`src/rtl/acc_waitgen_pkg.sv`:
```
// Package: shared widths and the two speed lookup functions.
// Assumes a 2-bit speed select; cost and increment fit in 5 bits.
package acc_waitgen_pkg;
    localparam int SPD_W  = 2;
    localparam int CNT_W  = 5;
    localparam int INC_W  = 5;

    typedef logic [SPD_W-1:0] spd_t;
    typedef logic [CNT_W-1:0] cnt_t;
    typedef logic [INC_W-1:0] inc_t;

    // Base clocks spent by one access for a given speed select.
    function automatic cnt_t cost_of(input spd_t s);
        case (s)
            2'd0:    cost_of = cnt_t'(2);
            2'd1:    cost_of = cnt_t'(4);
            2'd2:    cost_of = cnt_t'(10);
            default: cost_of = cnt_t'(20);
        endcase
    endfunction

    // Prescaler ticks per access: doubles with each speed step, starting at 2.
    function automatic inc_t inc_of(input spd_t s);
        inc_of = inc_t'(2) << s;
    endfunction
endpackage

```
`src/rtl/acc_region_classify.sv`:
```
// Region classifier: decides whether an access takes the internal speed.
// Assumes the I/O page is an aligned block that a mask and match pick out,
// and that the ROM overlay spans ROM_BASE up to the top of the address space.
module acc_region_classify #(
    parameter int              ADDR_W   = 16,
    parameter logic [ADDR_W-1:0] IO_MASK  = 16'hFFF0,
    parameter logic [ADDR_W-1:0] IO_MATCH = 16'h00F0,
    parameter logic [ADDR_W-1:0] ROM_BASE = 16'hFFC0
) (
    input  logic              idle,
    input  logic [ADDR_W-1:0] addr,
    input  logic              rom_map,
    output logic              use_int
);
    logic io_hit;
    logic rom_hit;

    // Match the I/O page and the mapped ROM overlay, then merge with idle.
    always_comb begin
        io_hit  = (addr & IO_MASK) == IO_MATCH;
        rom_hit = rom_map && (addr >= ROM_BASE);
        use_int = idle || io_hit || rom_hit;
    end
endmodule

```
`src/rtl/acc_speed_lookup.sv`:
```
// Speed lookup: picks the speed field and maps it to cost and timer increment.
// Assumes the tables in acc_waitgen_pkg; purely combinational.
module acc_speed_lookup
    import acc_waitgen_pkg::*;
(
    input  logic use_int,
    input  spd_t spd_int,
    input  spd_t spd_ext,
    output cnt_t cost,
    output inc_t inc
);
    spd_t sel;

    // Choose the field and read both tables with the one select.
    always_comb begin
        sel  = use_int ? spd_int : spd_ext;
        cost = cost_of(sel);
        inc  = inc_of(sel);
    end
endmodule

```
`src/rtl/acc_stall_counter.sv`:
```
// Stall counter: holds ready low for cost-1 cycles after a load and pulses
// done as ready returns. Assumes load is only raised while ready is high
// and that the load value is at least 2.
module acc_stall_counter
    import acc_waitgen_pkg::*;
(
    input  logic clk,
    input  logic rst_n,
    input  logic load,
    input  cnt_t load_cost,
    output logic ready,
    output logic done
);
    cnt_t cnt_q;
    logic done_q;

    // Count remaining busy cycles; a load starts at cost-1.
    always_ff @(posedge clk) begin
        if (!rst_n)
            cnt_q <= '0;
        else if (load)
            cnt_q <= load_cost - cnt_t'(1);
        else if (cnt_q != '0)
            cnt_q <= cnt_q - cnt_t'(1);
    end

    // Flag the cycle in which the count reaches zero.
    always_ff @(posedge clk) begin
        if (!rst_n)
            done_q <= 1'b0;
        else
            done_q <= (cnt_q == cnt_t'(1)) && !load;
    end

    assign ready = (cnt_q == '0);
    assign done  = done_q;

    // a busy count steps down by one every clock.
    a_r4_count_steps: assert property (@(posedge clk) disable iff (!rst_n)
        (cnt_q != '0) |=> (cnt_q == $past(cnt_q) - cnt_t'(1)));

    // done only ever appears together with ready.
    a_r7_done_with_ready: assert property (@(posedge clk) disable iff (!rst_n)
        done |-> ready);

    // the done pulse lasts a single cycle.
    a_r7_done_single: assert property (@(posedge clk) disable iff (!rst_n)
        done |=> !done);
endmodule

```
`src/rtl/acc_waitgen.sv`:
```
// Top: accepts accesses, sizes their stall and strobes the timer increment.
// Assumes the core keeps req_valid meaningful only when acc_ready is high.
module acc_waitgen
    import acc_waitgen_pkg::*;
#(
    parameter int ADDR_W = 16
) (
    input  logic              clk,
    input  logic              rst_n,
    input  logic              req_valid,
    input  logic              req_idle,
    input  logic [ADDR_W-1:0] req_addr,
    input  logic              rom_map,
    input  logic [1:0]        spd_int,
    input  logic [1:0]        spd_ext,
    output logic              acc_ready,
    output logic              acc_done,
    output logic              tick_valid,
    output logic [4:0]        tick_amount
);
    logic use_int;
    cnt_t cost;
    inc_t inc;
    logic accept;
    logic tick_q;
    inc_t amt_q;

    acc_region_classify #(.ADDR_W(ADDR_W)) u_classify (
        .idle    (req_idle),
        .addr    (req_addr),
        .rom_map (rom_map),
        .use_int (use_int)
    );

    acc_speed_lookup u_lookup (
        .use_int (use_int),
        .spd_int (spd_int),
        .spd_ext (spd_ext),
        .cost    (cost),
        .inc     (inc)
    );

    assign accept = req_valid && acc_ready;

    acc_stall_counter u_stall (
        .clk       (clk),
        .rst_n     (rst_n),
        .load      (accept),
        .load_cost (cost),
        .ready     (acc_ready),
        .done      (acc_done)
    );

    // Register the increment strobe for the cycle after acceptance.
    always_ff @(posedge clk) begin
        if (!rst_n) begin
            tick_q <= 1'b0;
            amt_q  <= '0;
        end else begin
            tick_q <= accept;
            if (accept)
                amt_q <= inc;
        end
    end

    assign tick_valid  = tick_q;
    assign tick_amount = amt_q;

    // an accepted access strobes the timers on the next cycle.
    a_r6_tick_follows: assert property (@(posedge clk) disable iff (!rst_n)
        (req_valid && acc_ready) |=> tick_valid);

    // a strobe always belongs to a running access.
    a_r8_tick_while_busy: assert property (@(posedge clk) disable iff (!rst_n)
        tick_valid |-> !acc_ready);

    // every increment is a single power of two.
    a_r5_amount_pow2: assert property (@(posedge clk) disable iff (!rst_n)
        tick_valid |-> ($countones(tick_amount) == 1 && !tick_amount[0]));
endmodule

```
`config.mk`:
```
export PLATFORM = sky130hd
export DESIGN_NAME = acc_waitgen
export DESIGN_NICKNAME = d
export VERILOG_FILES = /design/src/rtl/acc_waitgen_pkg.sv /design/src/rtl/acc_region_classify.sv /design/src/rtl/acc_speed_lookup.sv /design/src/rtl/acc_stall_counter.sv /design/src/rtl/acc_waitgen.sv
export SDC_FILE = /design/constraint.sdc
export NUM_CORES = 1
export LEC_CHECK = 0
export BUFFER_PORTS_ARGS = -buffer_cell sky130_fd_sc_hd__clkbuf_2
export CORE_MARGIN = 2
export CORE_UTILIZATION = 47
export CTS_BUF_LIST = sky130_fd_sc_hd__clkbuf_16
export CTS_CLUSTER_SIZE = 12
export DETAILED_ROUTE_END_ITERATION = 12
export PLACE_DENSITY = 0.82
export SLEW_MARGIN = 0
export SYNTH_ARGS = -nofsm -noshare
export SYNTH_HDL_FRONTEND = slang
export SYNTH_SLANG_ARGS = --single-unit
```
`constraint.sdc`:
```
create_clock -name clk -period 3.7 [get_ports clk]
set_clock_uncertainty 0.2 [all_clocks]
set_input_delay 0.37 -clock clk [delete_from_list [all_inputs] [get_ports clk]]
set_output_delay 0.37 -clock clk [all_outputs]
set_load 0.005 [all_outputs]
```
### Yosys cells after proc, flatten, opt, wreduce, memory -nomap -nowiden

Index checks and enable logic that the tools add are counted.

* memory bits (writable): 0
* output and inout port bits: 8
* bits in latches: 0
* memory bits (read-only): 0
* word-level logic and storage cells: 26
* memories: 0
* input bits: 25
* register bits after elaboration: 12

* magnitude comparators: 1
* add/subtract/negate cells: 2
* bitwise logic cells: 0
* eq/ne operators: 4
* multipliers: 0
* muxes and demuxes: 4
* divide/modulo/power cells: 0
* shifts and indexed selects: 1
* reductions and logical operators: 10

Operators by type and width (number)
* 16-bit >= comparator (second input constant): 1
* 5-bit case mux with 3 select lines: 1
* 12-bit by 4-bit == test with 1-bit output (second input constant): 1
* 5-bit two-way mux: 2
* 5-bit by 1-bit subtractor with 5-bit output (second input constant): 2
* 5-bit by 1-bit == test with 1-bit output (second input constant): 1
* 5-bit logical NOT: 1
* 5-bit nonzero test: 1
* 2-bit by 2-bit left shift with 5-bit output (first input constant): 1
* 1-bit logical AND: 3
* 2-bit by 1-bit == test with 1-bit output (second input constant): 1
* 2-bit == test (second input constant): 1
* 2-bit logical NOT: 1
* 1-bit logical OR: 2
* 2-bit two-way mux: 1
* 2-bit nonzero test: 1
* 1-bit logical NOT: 1

### Longest topological paths before layout

Gate-level depths: netlist of the first run.

* depth after elaboration: 8
* gate-level depth with buffers: 6
* mapped depth without buffers: 6

### Hierarchy

Synthesis of the first run repeated with hierarchy kept, for this count alone.

* cell total of the unflattened synthesis: 93
* area total of the unflattened synthesis: 792.0 um^2

Modules (own cells, without submodules)
* acc_stall_counter: seq. area each 120.1 um^2, cells an instance 43, area each 380.4 um^2, times used 1
* acc_waitgen: seq. area each 120.1 um^2, cells an instance 25, area each 246.5 um^2, times used 1
* acc_speed_lookup: seq. area each 0.0 um^2, cells an instance 16, area each 105.1 um^2, times used 1
* acc_region_classify: seq. area each 0.0 um^2, cells an instance 9, area each 60.1 um^2, times used 1

### Worst setup path after synthesis of the first run

OpenSTA, ideal clock, no wires.

* kind: in2reg
* start point: in req_addr[7]
* end point: reg amt_q[1], in the netlist tick_amount[1]
* arrival: 1.548 ns
* setup time: 0.074 ns
* stages on the path: 6
* slack: 1.878 ns
* cells stage by stage: and4b_4 -> a31o_4 -> or2_0 -> buf_2 -> or3_1 -> a31oi_1

* cells in the longest elaborated chain, start to end: 5

Ends and longest elaborated chain
* from (decl): RTL line acc_waitgen.sv:12 `input logic [ADDR_W-1:0] req_addr,`
* 16-bit >= comparator or 12-bit by 4-bit == test with 1-bit output (tied branches): RTL line acc_region_classify.sv:21, acc_region_classify.sv:20
* 1-bit logical AND or 1-bit logical OR (tied branches): RTL line acc_region_classify.sv:21, acc_region_classify.sv:22
* 1-bit logical OR *: RTL line acc_region_classify.sv:22 `use_int = idle || io_hit || rom_hit;`
* 2-bit two-way mux *: RTL line acc_speed_lookup.sv:16 `sel = use_int ? spd_int : spd_ext;`
* 2-bit by 2-bit left shift with 5-bit output *: RTL line acc_waitgen_pkg.sv:24 `inc_of = inc_t'(2) << s;`
* to (signal assigned): RTL line acc_waitgen.sv:62 `amt_q <= inc;`
* to (decl): RTL line acc_waitgen.sv:26 `inc_t amt_q;`

Every way passes the cells marked *; elsewhere a longest branch is shown, timed or not.
A chain may end at the register's enable or synchronous reset.

### Worst setup path in the final report of the first run

* start point: reg u_stall.cnt_q[2]
* end point: reg u_stall.cnt_q[4]

* cells in the longest elaborated chain, start to end: 3

Ends and longest elaborated chain
* from (decl): RTL line acc_stall_counter.sv:14 `cnt_t cnt_q;`
* from (signal assigned): RTL line acc_stall_counter.sv:22 `cnt_q <= load_cost - cnt_t'(1);`
* from (signal assigned): RTL line acc_stall_counter.sv:24 `cnt_q <= cnt_q - cnt_t'(1);`
* 5-bit by 1-bit subtractor with 5-bit output or 5-bit logical NOT (tied branches): RTL line acc_stall_counter.sv:24, acc_stall_counter.sv:35
* 5-bit two-way mux or 1-bit logical AND (tied branches): RTL line acc_stall_counter.sv:23, acc_waitgen.sv:43
* 5-bit two-way mux or 2-bit nonzero test (tied branches)

Several ways; a longest one is shown, not always the timed one. The select of a mux whose other input is x is not followed.

==> results of run 1 <==
-- power by group through the flow --
| stage | sequential, mW | clock (mW) | combinational (mW) |
|---|---|---|---|
| 6_report | 0.192 | 0.191 | 0.237 |
| 5_1_grt | 0.197 | 0.203 | 0.273 |
| 3_3_place_gp | 0.190 | 0 | 0.224 |
| 3_5_place_dp | 0.192 | 0 | 0.234 |
| 2_1_floorplan | 0.189 | 0 | 0.164 |
| 4_1_cts | 0.192 | 0.195 | 0.238 |
-- layout by cell type (no fill, tap or decap), types with 2 or more instances in the layout --
cell type   n
clkbuf_2   27
dfxtp_1    11
inv_1       8
nand2_1     8
nor2_1      7
o21ai_0     7
nor3_1      6
a21oi_1     4
nand4_1     3
nand3_1     3
a31oi_1     3
ha_1        3
clkbuf_16   3
or3_1       2
-- layout make-up --
| cell class | instances | area (µm²) | area share |
|---|---|---|---|
| multi-input cells | 61 | 395 | 0.452 |
| flip-flops and latches | 11 | 220 | 0.252 |
| well taps | 15 | 18.8 | 0.0215 |
| clock buffers | 3 | 75.1 | 0.0858 |
| clock inverters | 1 | 3.75 | 0.00429 |
| repair buffers | 27 | 135 | 0.155 |
| inverters | 7 | 26.3 | 0.0300 |
-- routing by layer --
| metal | up-vias | part of all wire | global-route usage |
|---|---|---|---|
| li1 | 357 | - | - |
| met1 | 311 | 0.38 | 0.218 |
| met2 | 40 | 0.50 | 0.325 |
| met3 | 4 | 0.087 | 0.0478 |
| met4 | 0 | 0.025 | 0.103 |
| met5 | - | 0 | 0 |
-- how the worst max path moves through the flow --
stage / start / depth (start not counted) / to
final: u_stall.cnt_q[2] / 5 / u_stall.cnt_q[4]
after global routing: u_stall.cnt_q[2] / 5 / u_stall.cnt_q[4]
after CTS: u_stall.cnt_q[2] / 5 / u_stall.cnt_q[4]
after detailed placement: req_addr[12] / 6 / u_stall.cnt_q[3]
after global placement: req_addr[12] / 6 / tick_amount[3]
after floorplan: req_addr[7] / 6 / tick_amount[1]
-- registers in the layout, indices dropped and copies added, names as in the netlist --
register       count
u_stall.cnt_q      5
tick_valid         1
u_stall.done       1
tick_amount        4
-- logic make-up after synthesis --
family | count (synthesis)
AOI/OAI and AO/OA | 20
adders and majority gates | 3
buffers and inverters | 10
xor gates and xnor gates | 1
muxes | 1
DFF | 11
and+or+nand+nor | 35
other | 1
-- through the flow --
| step | utilization | power (mW) | worst slack (ns) | hold WS, ns | area (µm²) |
|---|---|---|---|---|---|
| 2_1_floorplan | - | 0.353 | 1.88 | 0.282 | 658 |
| 3_3_place_gp | 0.612 | 0.414 | 1.62 | 0.295 | 796 |
| 3_5_place_dp | 0.612 | 0.426 | 1.58 | 0.309 | 796 |
| 4_1_cts | 0.672 | 0.625 | 1.70 | 0.235 | 875 |
| 5_1_grt | 0.672 | 0.673 | 1.55 | 0.270 | 875 |
| 6_report | 0.672 | 0.620 | 1.71 | 0.251 | 875 |
-- worst min-delay path, cell delays in order --
cell      delay (ns)
clkbuf_2        0.12
nand4_1         0.08
a21oi_1         0.06
==> impl_metrics.json, run 1 <==
{
  "totalNegativeSetupSlack_ns": 0,
  "p_comb_frac": 0.382,
  "cts_setup_buffers": 0,
  "r2r_setup_slack_ns": 1.71,
  "rsz0062_at_grt": "false",
  "nFillCells": 114,
  "arrival_ns": 1.96,
  "h-tree-depth": 1,
  "synth_top_family_by_area": "simple AND/OR/NAND/NOR gates",
  "core_mm2": 0.00130,
  "clock_latency_ns": 0.23,
  "vias": 712,
  "synth_top_area_frac": 0.335,
  "yosysTopAreaCell": "dfxtp_1",
  "synth_area_um2": 658,
  "min-delay-start": "spd_int[1]",
  "leakage_nw": 0.417,
  "slew_headroom": 0.561,
  "async_reset_ff_frac": 0,
  "ys_seq_elements": 11,
  "grt_start_max_net_pins": 14,
  "cts_resized": 0,
  "netSwitchingPower_mw": 0.206,
  "synth_mux_area_frac": 0.0171,
  "crit_buf_inv": 0,
  "ir_drop_mv": 0.361,
  "cpPeakStageDelay_ns": 0.46,
  "worst_pin_slew_ns": 0.654,
  "yosysSeqAreaShare": 0.335,
  "die_y_um": 41.4,
  "synth_fa_ha_area_frac": 0.0570,
  "nNetsFinal": 139,
  "path_cells": "nor3_1, and3_1, nand3_1, o311a_2, a21oi_1",
  "synth_edf_count": 0,
  "holdBufCountCts": 0,
  "synth.avg_cell_area_um2": 8.03,
  "start_util": 0.506,
  "dr.pass1.iters": 4,
  "routed_wl_um": 1540,
  "required_ns": 3.67,
  "r2r_end": "u_stall.cnt_q[4]",
  "placed_cells": 121,
  "stdcell_count": 125,
  "cts.sinks": 11,
  "internal_power_mw": 0.414,
  "sw_frac_of_total": 0.333,
  "synth_xor_area_frac": 0.0133,
  "fmax_mhz": 503,
  "synth_most_common_cell": "dfxtp_1",
  "track_usage": 0.192,
  "hold_depth": 3,
  "startpoint_type": "register",
  "gr-total-overflow": 0,
  "r2r-start": "u_stall.cnt_q[2]",
  "hold_path_class": "input port to register",
  "power_frac_seq": 0.309,
  "avgViaCountPerCell": 5.70,
  "synth_compound_area_frac": 0.207,
  "drtAntennaViolNets": 0,
  "cap_violations": 0,
  "reg2regPathDepth": 5,
  "crit_family": "simple AND/OR/NAND/NOR gates",
  "cts_tree": "yes",
  "grt_pass1_wl_um": 2590,
  "grt_antenna_before_repair": 0,
  "diodes": 0,
  "synth_area_leaders": "dfxtp_1, ha_1, o21ai_0, nor3_1, nand2_1",
  "fin_crit_sh": 0.538,
  "grt_pass1_vias": 651,
  "slowest_stage": "and3_1",
  "hold_end": "u_stall.cnt_q[4]",
  "io_pins": 33,
  "detailed_place_hpwl_um": 1190,
  "yosysWarnings": 0,
  "placementRows": 13,
  "min_period_ns": 1.99,
  "synthFlopType": "dfxtp_1",
  "path_clk_slew_ns": 0.04,
  "fp.dieW_um": 41.4,
  "drt_iter0_drc": 9,
  "cp-end-kind": "register",
  "numCtsBuffers": 3,
  "synth_cell_types": 30,
  "syn2layout_area_growth_pct": 32.9,
  "cellPowerDensity_mw_per_mm2": 709,
  "drcViolationCount": 0,
  "port_buffers": 27,
  "gp_congestion": 0.832,
  "synthCells": 82,
  "drive_gt1_frac": 0.318,
  "critical_path_class": "register to register",
  "dieArea_mm2": 0.00172,
  "pwr-share-clk": 0.309,
  "drv_slew": 0,
  "setup_viol": 0,
  "critPathMaxFanout": 13,
  "max-clock-path-buffers": 2,
  "netlist_top_cells_count": "dfxtp_1, nand2_1, inv_1, nor2_1, o21ai_0",
  "synthSimpleGateAreaFrac": 0.300,
  "routedWlPerCell_um": 12.3,
  "status": "completed",
  "hold_viol_final": 0,
  "cts_root_buffer": "clkbuf_16",
  "synth_nets": 110
}
Note: power is estimated with default switching activity, not from simulation.
==> inputs of run 2 (changes only) <==
--- a/config.mk
+++ b/config.mk
@@ -7,11 +7,11 @@
 export LEC_CHECK = 0
 export BUFFER_PORTS_ARGS = -buffer_cell sky130_fd_sc_hd__clkbuf_2
 export CORE_MARGIN = 2
-export CORE_UTILIZATION = 47
+export CORE_UTILIZATION = 43
 export CTS_BUF_LIST = sky130_fd_sc_hd__clkbuf_16
 export CTS_CLUSTER_SIZE = 12
 export DETAILED_ROUTE_END_ITERATION = 12
-export PLACE_DENSITY = 0.82
+export PLACE_DENSITY = 0.76
 export SLEW_MARGIN = 0
 export SYNTH_ARGS = -nofsm -noshare
 export SYNTH_HDL_FRONTEND = slang
==> constraint.sdc (replaced) <==
create_clock -name clk -period 1.85 [get_ports clk]
set_clock_uncertainty 0.2 [all_clocks]
set_input_delay 0.185 -clock clk [delete_from_list [all_inputs] [get_ports clk]]
set_output_delay 0.185 -clock clk [all_outputs]
set_load 0.005 [all_outputs]
==> run 2 against run 1 <==
  * Worst hold slack worse by 0.20 ns
  * Sequential share of layout area down 0.67 points
  * Design area up 2.7%
  * Sequential power up 99%
  * Count of clock-buffer cells in the layout unchanged
  * Sequential cell count unchanged
  * Clock power up 100%
  * Via count up 1.1%
  * Combinational power up 110%
  * Utilization down 6.2 points
==> impl_metrics.json, run 2 (synthesis gave the netlist of run 1 again) <==
{
  "p_comb_frac": 0.397,
  "grt_pass1_vias": 632,
  "cts_root_buffer": "clkbuf_16",
  "detailed_place_hpwl_um": 1180,
  "holdBufCountCts": 0,
  "h-tree-depth": 1,
  "placementRows": 14,
  "grt_use_met3": 0.0255,
  "drt_iter0_drc": 25,
  "reg2regPathDepth": 6,
  "sw_frac_of_total": 0.326,
  "ir_drop_mv": 0.541,
  "max-clock-path-buffers": 2,
  "track_usage": 0.186,
  "path_clk_slew_ns": 0.04,
  "critPathMaxFanout": 6,
  "cellPowerDensity_mw_per_mm2": 1420,
  "critical_path_class": "register to output pin",
  "start_util": 0.447,
  "drtAntennaViolNets": 0,
  "drive_gt1_frac": 0.336,
  "met2_usage": 0.284,
  "hold_path_class": "input port to register",
  "hold_viol_final": 0,
  "startpoint_type": "register",
  "gr-total-overflow": 0,
  "fp.dieW_um": 43.1,
  "setup_viol": 0,
  "grt_pass1_wl_um": 2670,
  "avgViaCountPerCell": 5.58,
  "placed_area_um2": 820,
  "use_met1": 0.255,
  "drcViolationCount": 0,
  "power_frac_seq": 0.299,
  "dieArea_mm2": 0.00186,
  "dr.pass1.iters": 4,
  "stdcell_count": 129,
  "slowest_stage": "dfxtp_1",
  "routed_wl_um": 1490,
  "vias": 720,
  "crit_family": "flip-flops",
  "worstSetupPathDepth": 5,
  "core_mm2": 0.00147,
  "diodes": 0,
  "power_mw": 1.28,
  "crit_buf_inv": 3,
  "netSwitchingPower_mw": 0.416,
  "holdWs_ns": 0.0541,
  "drv_slew": 0,
  "totalNegativeSetupSlack_ns": 0,
  "fin_crit_sh": 0.906,
  "path_cells": "inv_1, ha_1, nand2_1, inv_1, clkbuf_2",
  "crit_top_cell": "inv_1",
  "fin_area_um2": 898,
  "cap_violations": 0,
  "arrival_ns": 1.29,
  "timing.final.ws_setup_ns": 0.173,
  "leakage_nw": 0.432,
  "busiest_layer": "met2",
  "syn2layout_area_growth_pct": 36.5,
  "min_period_ns": 1.68,
  "grt_start_max_net_pins": 13,
  "cts_setup_buffers": 0,
  "cts_resized": 0,
  "final_cell_mix": "clkbuf_2, dfxtp_1, inv_1, nand2_1",
  "final_common_cell": "clkbuf_2",
  "routedWlPerCell_um": 11.5,
  "nNetsFinal": 142,
  "cpPeakStageDelay_ns": 0.39,
  "largest_register_ffs": 5,
  "internal_power_mw": 0.859,
  "die_y_um": 43.1,
  "rsz0062_at_grt": "false",
  "pre_cts_ws_ns": 0.0408,
  "numCtsBuffers": 3,
  "gp_congestion": 0.865,
  "nFillCells": 132,
  "fmax_mhz": 596,
  "placed_cells": 125,
  "port_buffers": 27,
  "io_pins": 33,
  "grt_antenna_before_repair": 0,
  "pwr-share-clk": 0.303,
  "fin_util": 0.611,
  "required_ns": 1.46,
  "cts.sinks": 11,
  "clock_latency_ns": 0.24,
  "status": "completed",
  "top_register": "u_stall.cnt_q",
  "cts_tree": "yes",
  "cp-end-kind": "output pin",
  "hold_depth": 3
}
-- run 2: layout make-up --
class,instances,area [µm²],share of cell area
clock buffer,3,75.1,0.0836
sequential,11,220,0.245
multi-input combinational,61,395,0.440
tap,16,20.0,0.0223
timing repair buffer,30,158,0.175
clock inverter,1,3.75,0.00418
inverter,7,26.3,0.0292
-- run 2: power by group through the flow --
stage / combinational, mW / clock, mW / sequential [mW]
after floorplan: 0.327 / 0 / 0.378
after global placement: 0.488 / 0 / 0.381
after detailed placement: 0.504 / 0 / 0.386
after CTS: 0.511 / 0.391 / 0.381
after global routing: 0.594 / 0.406 / 0.392
final: 0.507 / 0.387 / 0.382
-- run 2: final timing paths --
| check | start | endpoint | slack [ns] |
|---|---|---|---|
| worst max-delay path | u_stall.cnt_q[0] | acc_ready | 0.17 |
| worst min-delay path | rst_n | tick_amount[3] | 0.05 |
| worst max register to register | u_stall.cnt_q[0] | u_stall.cnt_q[4] | 0.23 |
| worst min register to register | tick_amount[2] | tick_amount[2] | 0.34 |
-- run 2: metal layers --
layer,up-vias,part of all wire
li1,358,-
met1,323,0.43
met2,35,0.47
met3,4,0.080
met4,0,0.021
met5,-,0
-- run 2: worst register-to-register path: stages (launching register included) --
cell and delay, ns:
dfxtp_1 0.34, inv_1 0.09, ha_1 0.18, and3_1 0.19, nand3_1 0.08, o311a_2 0.32, a21oi_1 0.15
